<file path="config.mk">
export PLATFORM = sky130hd
export DESIGN_NAME = quad_interval_timer
export DESIGN_NICKNAME = d
export VERILOG_FILES = /design/src/rtl/qit_pkg.sv /design/src/rtl/qit_prescaler.sv /design/src/rtl/qit_channel.sv /design/src/rtl/quad_interval_timer.sv
export SDC_FILE = /design/constraint.sdc
export NUM_CORES = 1
export LEC_CHECK = 0
export BUFFER_PORTS_ARGS = -buffer_cell sky130_fd_sc_hd__buf_2
export CAP_MARGIN = 0
export CORE_MARGIN = 2
export CORE_UTILIZATION = 52
export CTS_BUF_LIST = sky130_fd_sc_hd__clkbuf_16
export DETAILED_ROUTE_END_ITERATION = 12
export PLACE_DENSITY = 0.74
export SLEW_MARGIN = 20
export SYNTH_ARGS = -nofsm -noshare
export SYNTH_HDL_FRONTEND = slang
export SYNTH_SLANG_ARGS = --single-unit
</file>
<file path="constraint.sdc">
create_clock -name clk -period 2.6 [get_ports clk]
set_input_delay 0.52 -clock clk [delete_from_list [all_inputs] [get_ports clk]]
set_output_delay 0.52 -clock clk [all_outputs]
set_load 0.05 [all_outputs]
</file>
<file path="src/rtl/qit_pkg.sv">
package qit_pkg;

    localparam int QIT_CTRL_W = 16;
    localparam int QIT_PSC_W  = 10;

    // Control halfword; the position of each field is visible to software.
    typedef struct packed {
        logic [7:0] spare_hi;   // [15:8] stored only
        logic       run;        // [7]
        logic       irq_en;     // [6]
        logic [2:0] spare_mid;  // [5:3] stored only
        logic       chain;      // [2]
        logic [1:0] rate;       // [1:0]
    } qit_ctrl_t;

    // Last prescaler phase for each rate code (period minus one).
    function automatic logic [QIT_PSC_W-1:0] qit_last_phase(input logic [1:0] rate);
        logic [QIT_PSC_W-1:0] last;
        unique case (rate)
            2'd0:    last = QIT_PSC_W'(0);
            2'd1:    last = QIT_PSC_W'(63);
            2'd2:    last = QIT_PSC_W'(255);
            default: last = QIT_PSC_W'(1023);
        endcase
        return last;
    endfunction

endpackage

</file>
<file path="src/rtl/qit_prescaler.sv">
module qit_prescaler
    import qit_pkg::*;
(
    input  logic       clk,
    input  logic       rst_n,
    input  logic       run,
    input  logic       clear,
    input  logic [1:0] rate,
    output logic       tick
);

    typedef struct packed {
        logic [QIT_PSC_W-1:0] phase;
    } psc_state_t;

    psc_state_t state_d, state_q;

    always_comb begin
        state_d = state_q;
        tick    = run && (state_q.phase == qit_last_phase(rate));
        if (run) begin
            state_d.phase = tick ? '0 : state_q.phase + 1'b1;
        end
        if (clear) begin
            state_d.phase = '0;
        end
    end

    always_ff @(posedge clk) begin
        if (!rst_n) begin
            state_q <= '0;
        end else begin
            state_q <= state_d;
        end
    end

    // at any rate other than 0, two steps never fall on adjacent cycles
    a_r2_no_adjacent_ticks: assert property (@(posedge clk) disable iff (!rst_n)
        (tick && rate != 2'd0) |=> (!tick || rate == 2'd0));

    // after a clear, the next cycle cannot step unless the rate is 0
    a_r12_clear_restarts: assert property (@(posedge clk) disable iff (!rst_n)
        (clear && rate != 2'd0) |=> (!tick || rate == 2'd0));

endmodule

</file>
<file path="src/rtl/qit_channel.sv">
module qit_channel
    import qit_pkg::*;
#(
    parameter int CNT_W = 16,
    localparam int WORD_W = CNT_W + QIT_CTRL_W
) (
    input  logic              clk,
    input  logic              rst_n,
    input  logic              wr_en,
    input  logic [WORD_W-1:0] wdata,
    input  logic              irq_clr,
    input  logic              prev_ovf,
    output logic [CNT_W-1:0]  count_o,
    output qit_ctrl_t         ctrl_o,
    output logic              ovf_o,
    output logic              irq_o
);

    typedef struct packed {
        logic [CNT_W-1:0] count;
        logic [CNT_W-1:0] reload;
        qit_ctrl_t        ctrl;
        logic             irq;
    } chan_state_t;

    chan_state_t state_d, state_q;

    qit_ctrl_t wr_ctrl;
    logic      run_rise;
    logic      rate_change;
    logic      psc_tick;
    logic      step;
    logic      wrap;

    assign wr_ctrl     = qit_ctrl_t'(wdata[WORD_W-1:CNT_W]);
    assign run_rise    = wr_en && !state_q.ctrl.run && wr_ctrl.run;
    assign rate_change = wr_en && (wr_ctrl.rate != state_q.ctrl.rate);

    qit_prescaler u_psc (
        .clk   (clk),
        .rst_n (rst_n),
        .run   (state_q.ctrl.run && !state_q.ctrl.chain),
        .clear (run_rise || rate_change),
        .rate  (state_q.ctrl.rate),
        .tick  (psc_tick)
    );

    always_comb begin
        state_d = state_q;
        step    = state_q.ctrl.run && (state_q.ctrl.chain ? prev_ovf : psc_tick);
        wrap    = step && (&state_q.count);

        if (wrap) begin
            state_d.count = state_q.ctrl.chain ? '0 : state_q.reload;
        end else if (step) begin
            state_d.count = state_q.count + 1'b1;
        end

        state_d.irq = (state_q.irq && !irq_clr) || (wrap && state_q.ctrl.irq_en);

        if (wr_en) begin
            state_d.reload = wdata[CNT_W-1:0];
            state_d.ctrl   = wr_ctrl;
            if (run_rise) begin
                state_d.count = wdata[CNT_W-1:0];
            end
        end
    end

    always_ff @(posedge clk) begin
        if (!rst_n) begin
            state_q <= '0;
        end else begin
            state_q <= state_d;
        end
    end

    assign count_o = state_q.count;
    assign ctrl_o  = state_q.ctrl;
    assign ovf_o   = wrap;
    assign irq_o   = state_q.irq;

    // a free-running wrap restarts from the reload value held before the edge
    a_r5_reload_on_wrap: assert property (@(posedge clk) disable iff (!rst_n)
        (wrap && !state_q.ctrl.chain && !wr_en) |=> (state_q.count == $past(state_q.reload)));

    // a chained wrap lands on zero
    a_r7_chain_wraps_to_zero: assert property (@(posedge clk) disable iff (!rst_n)
        (wrap && state_q.ctrl.chain && !wr_en) |=> (state_q.count == '0));

    // a stopped channel keeps its count
    a_r8_hold_when_stopped: assert property (@(posedge clk) disable iff (!rst_n)
        (!state_q.ctrl.run && !wr_en) |=> $stable(state_q.count));

    // a chained channel with no wrap from below keeps its count
    a_r8_hold_chain_idle: assert property (@(posedge clk) disable iff (!rst_n)
        (state_q.ctrl.chain && !prev_ovf && !wr_en) |=> $stable(state_q.count));

    // rewriting a running channel does not reload it
    a_r4_no_reload_while_running: assert property (@(posedge clk) disable iff (!rst_n)
        (wr_en && state_q.ctrl.run && !step) |=> $stable(state_q.count));

    // a set flag survives any cycle without a clear pulse
    a_r10_flag_sticky: assert property (@(posedge clk) disable iff (!rst_n)
        (state_q.irq && !irq_clr) |=> state_q.irq);

endmodule

</file>
<file path="src/rtl/quad_interval_timer.sv">
module quad_interval_timer
    import qit_pkg::*;
#(
    parameter int NUM_TIMERS = 4,
    parameter int CNT_W      = 16,
    parameter int AUDIO_TAPS = 2,
    localparam int ADDR_W = (NUM_TIMERS > 1) ? $clog2(NUM_TIMERS) : 1,
    localparam int WORD_W = CNT_W + QIT_CTRL_W
) (
    input  logic                  clk,
    input  logic                  rst_n,
    input  logic                  bus_wr_en,
    input  logic [ADDR_W-1:0]     bus_addr,
    input  logic [WORD_W-1:0]     bus_wdata,
    output logic [WORD_W-1:0]     bus_rdata,
    input  logic [NUM_TIMERS-1:0] irq_clr,
    output logic [NUM_TIMERS-1:0] irq_flag,
    output logic [AUDIO_TAPS-1:0] audio_stb
);

    typedef struct packed {
        logic [AUDIO_TAPS-1:0] audio;
    } top_state_t;

    top_state_t top_d, top_q;

    logic [CNT_W-1:0]      count_w [NUM_TIMERS];
    qit_ctrl_t             ctrl_w  [NUM_TIMERS];
    logic [NUM_TIMERS-1:0] ovf_w;
    logic [NUM_TIMERS-1:0] prev_w;

    generate
        for (genvar i = 0; i < NUM_TIMERS; i++) begin : g_chan
            if (i == 0) begin : g_head
                assign prev_w[i] = 1'b0;
            end else begin : g_link
                assign prev_w[i] = ovf_w[i-1];

                // a wrap ripples through a chained channel in the same cycle
                a_r7_chain_same_cycle: assert property (@(posedge clk) disable iff (!rst_n)
                    (ovf_w[i-1] && ctrl_w[i].run && ctrl_w[i].chain && (&count_w[i])) |-> ovf_w[i]);
            end

            qit_channel #(.CNT_W(CNT_W)) u_chan (
                .clk      (clk),
                .rst_n    (rst_n),
                .wr_en    (bus_wr_en && (bus_addr == ADDR_W'(i))),
                .wdata    (bus_wdata),
                .irq_clr  (irq_clr[i]),
                .prev_ovf (prev_w[i]),
                .count_o  (count_w[i]),
                .ctrl_o   (ctrl_w[i]),
                .ovf_o    (ovf_w[i]),
                .irq_o    (irq_flag[i])
            );

            // a wrap with interrupt enable raises the flag at the next edge
            a_r9_flag_on_wrap: assert property (@(posedge clk) disable iff (!rst_n)
                (ovf_w[i] && ctrl_w[i].irq_en) |=> irq_flag[i]);
        end
    endgenerate

    always_comb begin
        top_d       = top_q;
        top_d.audio = ovf_w[AUDIO_TAPS-1:0];
    end

    always_ff @(posedge clk) begin
        if (!rst_n) begin
            top_q <= '0;
        end else begin
            top_q <= top_d;
        end
    end

    assign audio_stb = top_q.audio;
    assign bus_rdata = {ctrl_w[bus_addr], count_w[bus_addr]};

    // strobes follow the wraps of the low channels by exactly one edge
    a_r11_strobe_tracks_wrap: assert property (@(posedge clk) disable iff (!rst_n)
        1'b1 |=> (audio_stb == $past(ovf_w[AUDIO_TAPS-1:0])));

endmodule

</file>
; Word level (Yosys, flattened, before mapping)
; Cells that the tools add are included.
[totals]
reg_bits = 238
latchBits = 0
ramBits = 0
rom_bits = 0
inputBits = 41
out_inout_bits = 38
elab_cells = 182
mem_count = 0
[classes]
n_addsub = 8
multipliers = 0
div = 0
magnitude_cmp = 1
n_eq_ne = 19
shift = 0
mux = 38
n_bitwise = 2
n_reduce_logical = 73
[op_table]
columns = operator, count
row1 = 16-bit 2-to-1 mux, 20
row2 = 48-bit 2-to-1 mux, 4
row3 = 10-bit case mux with 3 select lines, 4
row4 = "16-bit by 1-bit adder with 16-bit output, second input constant", 4
row5 = 16-bit binary-select mux with 2-bit select, 2
row6 = 16-bit AND reduction, 4
row7 = "10-bit by 1-bit adder with 10-bit output, second input constant", 4
row8 = 10-bit == test, 4
row9 = 1-bit logical AND, 40
row10 = 10-bit 2-to-1 mux, 4
row11 = "2-bit == test, second input constant", 6
row12 = 1-bit zero test, 12
row13 = "2-bit by 1-bit == test with 1-bit output, second input constant", 5
row14 = 2-bit zero test, 5
row15 = 1-bit logical OR, 8
row16 = 2-bit inequality test, 4
row17 = 2-bit OR reduction, 4
row18 = 1-bit 2-to-1 mux, 4
row19 = "3-bit >= comparator, second input constant", 1
row20 = 2-bit inverter with 3-bit output, 1
row21 = 1-bit inverter, 1

; Longest topological paths before layout
[logic_depth]
depth_word = 19
depth_mapped = 11
depth_no_buf = 9

; Cells and area by module
; A second synthesis with hierarchy kept.
[unflattened]
hier_cells = 1389
hier_area_um2 = 13447.9
[modules_own_cells]
columns = mod, n_inst, cells_each, area_each_um2, seq_area_each_um2
row1 = qit_channel, 4, 273, 2596.2, 980.9
row2 = qit_prescaler, 4, 62, 539.3, 200.2
row3 = quad_interval_timer, 1, 49, 905.9, 40.0

; Worst setup path after synthesis
; Ideal clock, no wire load.
[synth_timing]
path_kind = input-to-output
start = in bus_addr[0]
end = out bus_rdata[0]
arrival_ps = 2103
t_required_ps = 2080
setup_slack_ps = -23
stages = 3
path_buffers = 2
cell_sequence = clkbuf_1 -> buf_1 -> mux4_2
[synth_via]
elab_chain_cells = 4
[synth_rtl]
columns = element, line
row1 = from (decl), quad_interval_timer.sv:13  ; input logic [ADDR_W-1:0] bus_addr,
row2 = 2-bit inverter with 3-bit output (not written as such), quad_interval_timer.sv:77  ; assign bus_rdata = {ctrl_w[bus_addr], count_w[bus_addr]};
row3 = 16-bit binary-select mux with 2-bit select, quad_interval_timer.sv:77
row4 = 16-bit 2-to-1 mux (not written as such) (2 in series), quad_interval_timer.sv:77
row5 = to (decl), quad_interval_timer.sv:15  ; output logic [WORD_W-1:0] bus_rdata,
; No other way between the ends. The select of a mux whose other input is x is not followed.

; Worst setup path after layout
[layout_timing]
start = reg g_chan[0].u_chan.u_psc.state_q[1] in the netlist's numbering
end = reg g_chan[3].u_chan.state_q, in the netlist g_chan[3].u_chan.count_o[4]
[layout_via]
elab_chain_cells = 17
elab_cells_between_ends = 18
cone_classes = 1 x eq/ne / 8 x mux / 9 x reduce/logical
[layout_rtl]
columns = element, line
row1 = from (decl), qit_prescaler.sv:16  ; psc_state_t state_d, state_q;
row2 = from (signal assigned), qit_prescaler.sv:33  ; state_q <= state_d;
row3 = 10-bit == test *, qit_prescaler.sv:20  ; tick = run && (state_q.phase == qit_last_phase(rate));
row4 = 1-bit logical AND *, qit_prescaler.sv:20
row5 = 1-bit 2-to-1 mux *, qit_channel.sv:50  ; step = state_q.ctrl.run && (state_q.ctrl.chain ? prev_ovf : psc_tick);
row6 = 1-bit logical AND *, qit_channel.sv:50
row7 = 1-bit logical AND *, qit_channel.sv:51  ; wrap = step && (&state_q.count);
row8 = 1-bit 2-to-1 mux *, qit_channel.sv:50
row9 = 1-bit logical AND *, qit_channel.sv:50
row10 = 1-bit logical AND *, qit_channel.sv:51
row11 = 1-bit 2-to-1 mux *, qit_channel.sv:50
row12 = 1-bit logical AND *, qit_channel.sv:50
row13 = 1-bit logical AND *, qit_channel.sv:51
row14 = 1-bit 2-to-1 mux *, qit_channel.sv:50
row15 = 1-bit logical AND *, qit_channel.sv:50
row16 = 16-bit 2-to-1 mux or 1-bit logical AND (tied branches), "qit_channel.sv:55, qit_channel.sv:51"
row17 = 16-bit 2-to-1 mux *, qit_channel.sv:53  ; if (wrap) begin
row18 = 16-bit 2-to-1 mux, qit_channel.sv:64  ; if (run_rise) begin
row19 = 48-bit 2-to-1 mux *, qit_channel.sv:61  ; if (wr_en) begin
row20 = to (signal assigned), qit_channel.sv:74  ; state_q <= state_d;
row21 = to (decl), qit_channel.sv:26  ; chan_state_t state_d, state_q;
; Mark *: on every way between the ends. The rest lies on a longest branch, timed or not.
; A chain may end at the register's enable or synchronous reset.

==> metrics.cfg <==
[layout]
ff_latch_area_mm2 = 0.00477
area_growth_pct = 22.1
fill_cells = 1890
fin_cells = 1918
drive_above_1_share_pct = 21.3
multi_input_area_mm2 = 0.00676
fin_nets = 1662

[placement]
portBuffers = 78
gp_congestion = 0.986
dp_hpwl_mm = 25.8
placedCellCount = 1857

[route]
routed_wl_mm = 38.2
firstDrtPassIters = 6
postRouteAntennaNets = 0
route.detailed.wl_per_inst_um = 19.9
viasPerCell = 6.11
num_vias = 11700
drt_iter0_drc = 1304
drcViolationCount = 0

[clock_network]
numCtsBuffers = 26
path_clk_slew_ps = 70
cts-hold-fix-buffers = 0
cts-root-buf = clkbuf_16
htreeDepth = 1
insertion_delay_ps = 550
clock_path_buffers = 3
cts_tree = done
clock_sinks = 238

[die]
die_h_um = 154
core_mm2 = 0.0224
die_x_um = 154
rows = 55
io_pins = 79
dieArea_mm2 = 0.0238
start_util_pct = 52.4

[synthesis]
synth_common_cells = nand2_1, dfxtp_1, a21oi_1, nor2_1, clkbuf_1
synth_nets = 1519
ys.warnings.count = 0
syn_avg_cell_area_um2 = 8.00
synthAdderAreaFrac_pct = 0.852
synth_compound_area_share_pct = 18.5
synth-simple-area-share_pct = 24.7
synth_edf_count = 0
synth_flop_cell = dfxtp_1
yosys-top-cells-area = dfxtp_1, nand2_1, a21oi_1, mux4_2, xor2_1
synth_top_family_by_area = simple AND/OR/NAND/NOR gates
syn_area_mm2 = 0.0118
yosysSeqAreaShare_pct = 40.5
synth_xor_area_share_pct = 5.14
ys_ff_latch = 238
post-synth-top-count-cell = nand2_1
synth_top_cell_by_area = dfxtp_1
muxShareOfSynthArea_pct = 6.48
netlist_instances = 1470
synthArstFlopShare_pct = 0
netlist.area_leader.share_pct = 40.5
synth_cell_type_count = 71

[outcome]
violations = setup timing
status = finished with violations

[critical_path]
cp_cell_sequence = nand2_2 -> or4_4 -> a221o_1 -> o21ai_4 -> buf_12 -> buf_12 -> a41oi_4 -> or4b_1 -> a31oi_1
crit_arrival_ps = 3120
cp-start-kind = register
cp_slowest_cell = or4b_1
cp_max_fo = 5
slowest_delay_ps = 550
required_ps = 3070
setup.worst_path.class = reg2reg
critical_path.top_delay_family = simple AND/OR/NAND/NOR gates
endpoint_kind = register
crit_buf_inv = 2
critPathMostFrequentCell = buf_12

[sta]
tightest_slew_ps = 539
fin_crit_ps = 2650
post-route-period-util_pct = 102
rsz0062_at_grt = true
setup_slack_ps = -50.4
maxSlewViolCount = 0
setup_viol = 3
fin_skew_ps = 23.5
hold_violations = 0
fmax_ghz = 0.377
max-slew-margin-rel_pct = 64.1

[grt]
grt_overflow = 0
grt_pass1_vias = 10800
antenna_found_initial = 1
grt_pass1_wl_mm = 58.9
grt_max_degree = 49
track_usage_pct = 31.0

[power]
ir_drop_v = 0.000454
power_density_mw_per_mm2 = 587
p_leak_nw = 5.33
p_total_w = 0.00843

[job]
maxCapViolCount = 0

[hold_path]
hold_class = in2reg

## flip-flops by register name (all words and copies together), names as in the netlist
name / cells
g_chan.u_chan.ctrl_o: 64
g_chan.u_chan.state_q: 64
g_chan.u_chan.u_psc.state_q: 40
audio_stb: 2
g_chan.u_chan.count_o: 64
g_chan.u_chan.irq_o: 4
## power breakdown
group / leakage, nW / internal, W / switching (W)
combinational: 2.95 / 0.000290 / 0.000539
sequential: 1.93 / 0.00375 / 0.0000939
clock: 0.444 / 0.00221 / 0.00154
## final cells by class
cell class	instances	area share (%)
flip-flops and latches	238	33.3
repair buffers	214	10.9
inverters	11	0.305
well taps	285	2.48
diodes	1	0.0174
multi-input cells	1122	47.1
clock inverters	21	1.45
clock buffers	26	4.53
## routing by layer
metal	track usage, %	part of all wire [%]	vias to the layer above
met3	4.79	10	123
met1	42.6	41	5498
met4	14.3	5.0	0
met5	0	0	-
li1	-	-	5494
met2	48.5	44	606
## cells in the final DEF, fill, tap and decap left out, types with 6 or more instances in the layout
master / n
clkinv_2: 6
nand2_1: 331
buf_4: 119
ha_1: 7
nand2b_1: 6
nand3b_1: 9
inv_1: 16
xnor2_1: 23
o21ai_0: 67
buf_12: 9
nor2b_1: 9
o211ai_1: 7
buf_6: 7
nor3_1: 18
a31oi_1: 21
nor4_1: 8
mux4_2: 32
nand4_1: 36
and3_1: 21
dfxtp_2: 7
dfxtp_1: 231
nand3_1: 50
xor2_1: 46
a21oi_1: 217
buf_2: 78
nor2_1: 86
a211oi_1: 7
clkbuf_16: 26
## worst reg2reg max path, delay by kind of cell (launching register included)
| family | cells | cell delay (ps) |
|---|---|---|
| buf+inv | 2 | 270 |
| flops | 1 | 340 |
| simple gates | 3 | 1140 |
| compound gates | 4 | 830 |
## timing repair
item / CTS / global route
pin swaps: 8 / 23
cloned: 1 / 1
gates resized for setup: 13 / 49
buffers inserted: 3 / 9
setup endpoints to repair: 34 / 46
## metrics by stage
step / setup slack (ps) / hold WS [ps] / setup TNS (ps) / instance area, µm² / util, %
after floorplan: 39.0 / 430 / 0 / 11800 / -
after global placement: -108 / 438 / -388 / 13200 / 58.6
after detailed placement: -155 / 445 / -1150 / 13200 / 58.6
after CTS: -27.9 / 219 / -159 / 14100 / 62.9
after global routing: -138 / 242 / -1430 / 14400 / 64.0
final: -50.4 / 234 / -60.5 / 14400 / 64.0
## logic make-up after synthesis
family                   Yosys count
AND/OR/NAND/NOR                  633
AO/OA/AOI/OAI                    376
multiplexers                      36
buffers and inverters            110
XOR/XNOR                          69
adder cells (fa/ha/maj)            8
flip-flops                       238
## worst paths after layout
check | startpoint | endpoint | slack [ps] | cells after the start
worst min register to register | g_chan[2].u_chan.ctrl_o[4]$_SDFFE_PN0P_ | g_chan[2].u_chan.ctrl_o[4]$_SDFFE_PN0P_ | 450 | 2
worst max-delay path | g_chan[0].u_chan.u_psc.state_q[1]$_SDFFE_PP0P_ | g_chan[3].u_chan.count_o[4]$_SDFF_PN0_ | -50 | 9
worst min-delay path | irq_clr[3] | g_chan[3].u_chan.irq_o$_SDFF_PN0_ | 230 | 3
worst max register to register | g_chan[0].u_chan.u_psc.state_q[1]$_SDFFE_PP0P_ | g_chan[3].u_chan.count_o[4]$_SDFF_PN0_ | -50 | 9
Note: power is estimated with default switching activity, not from simulation.
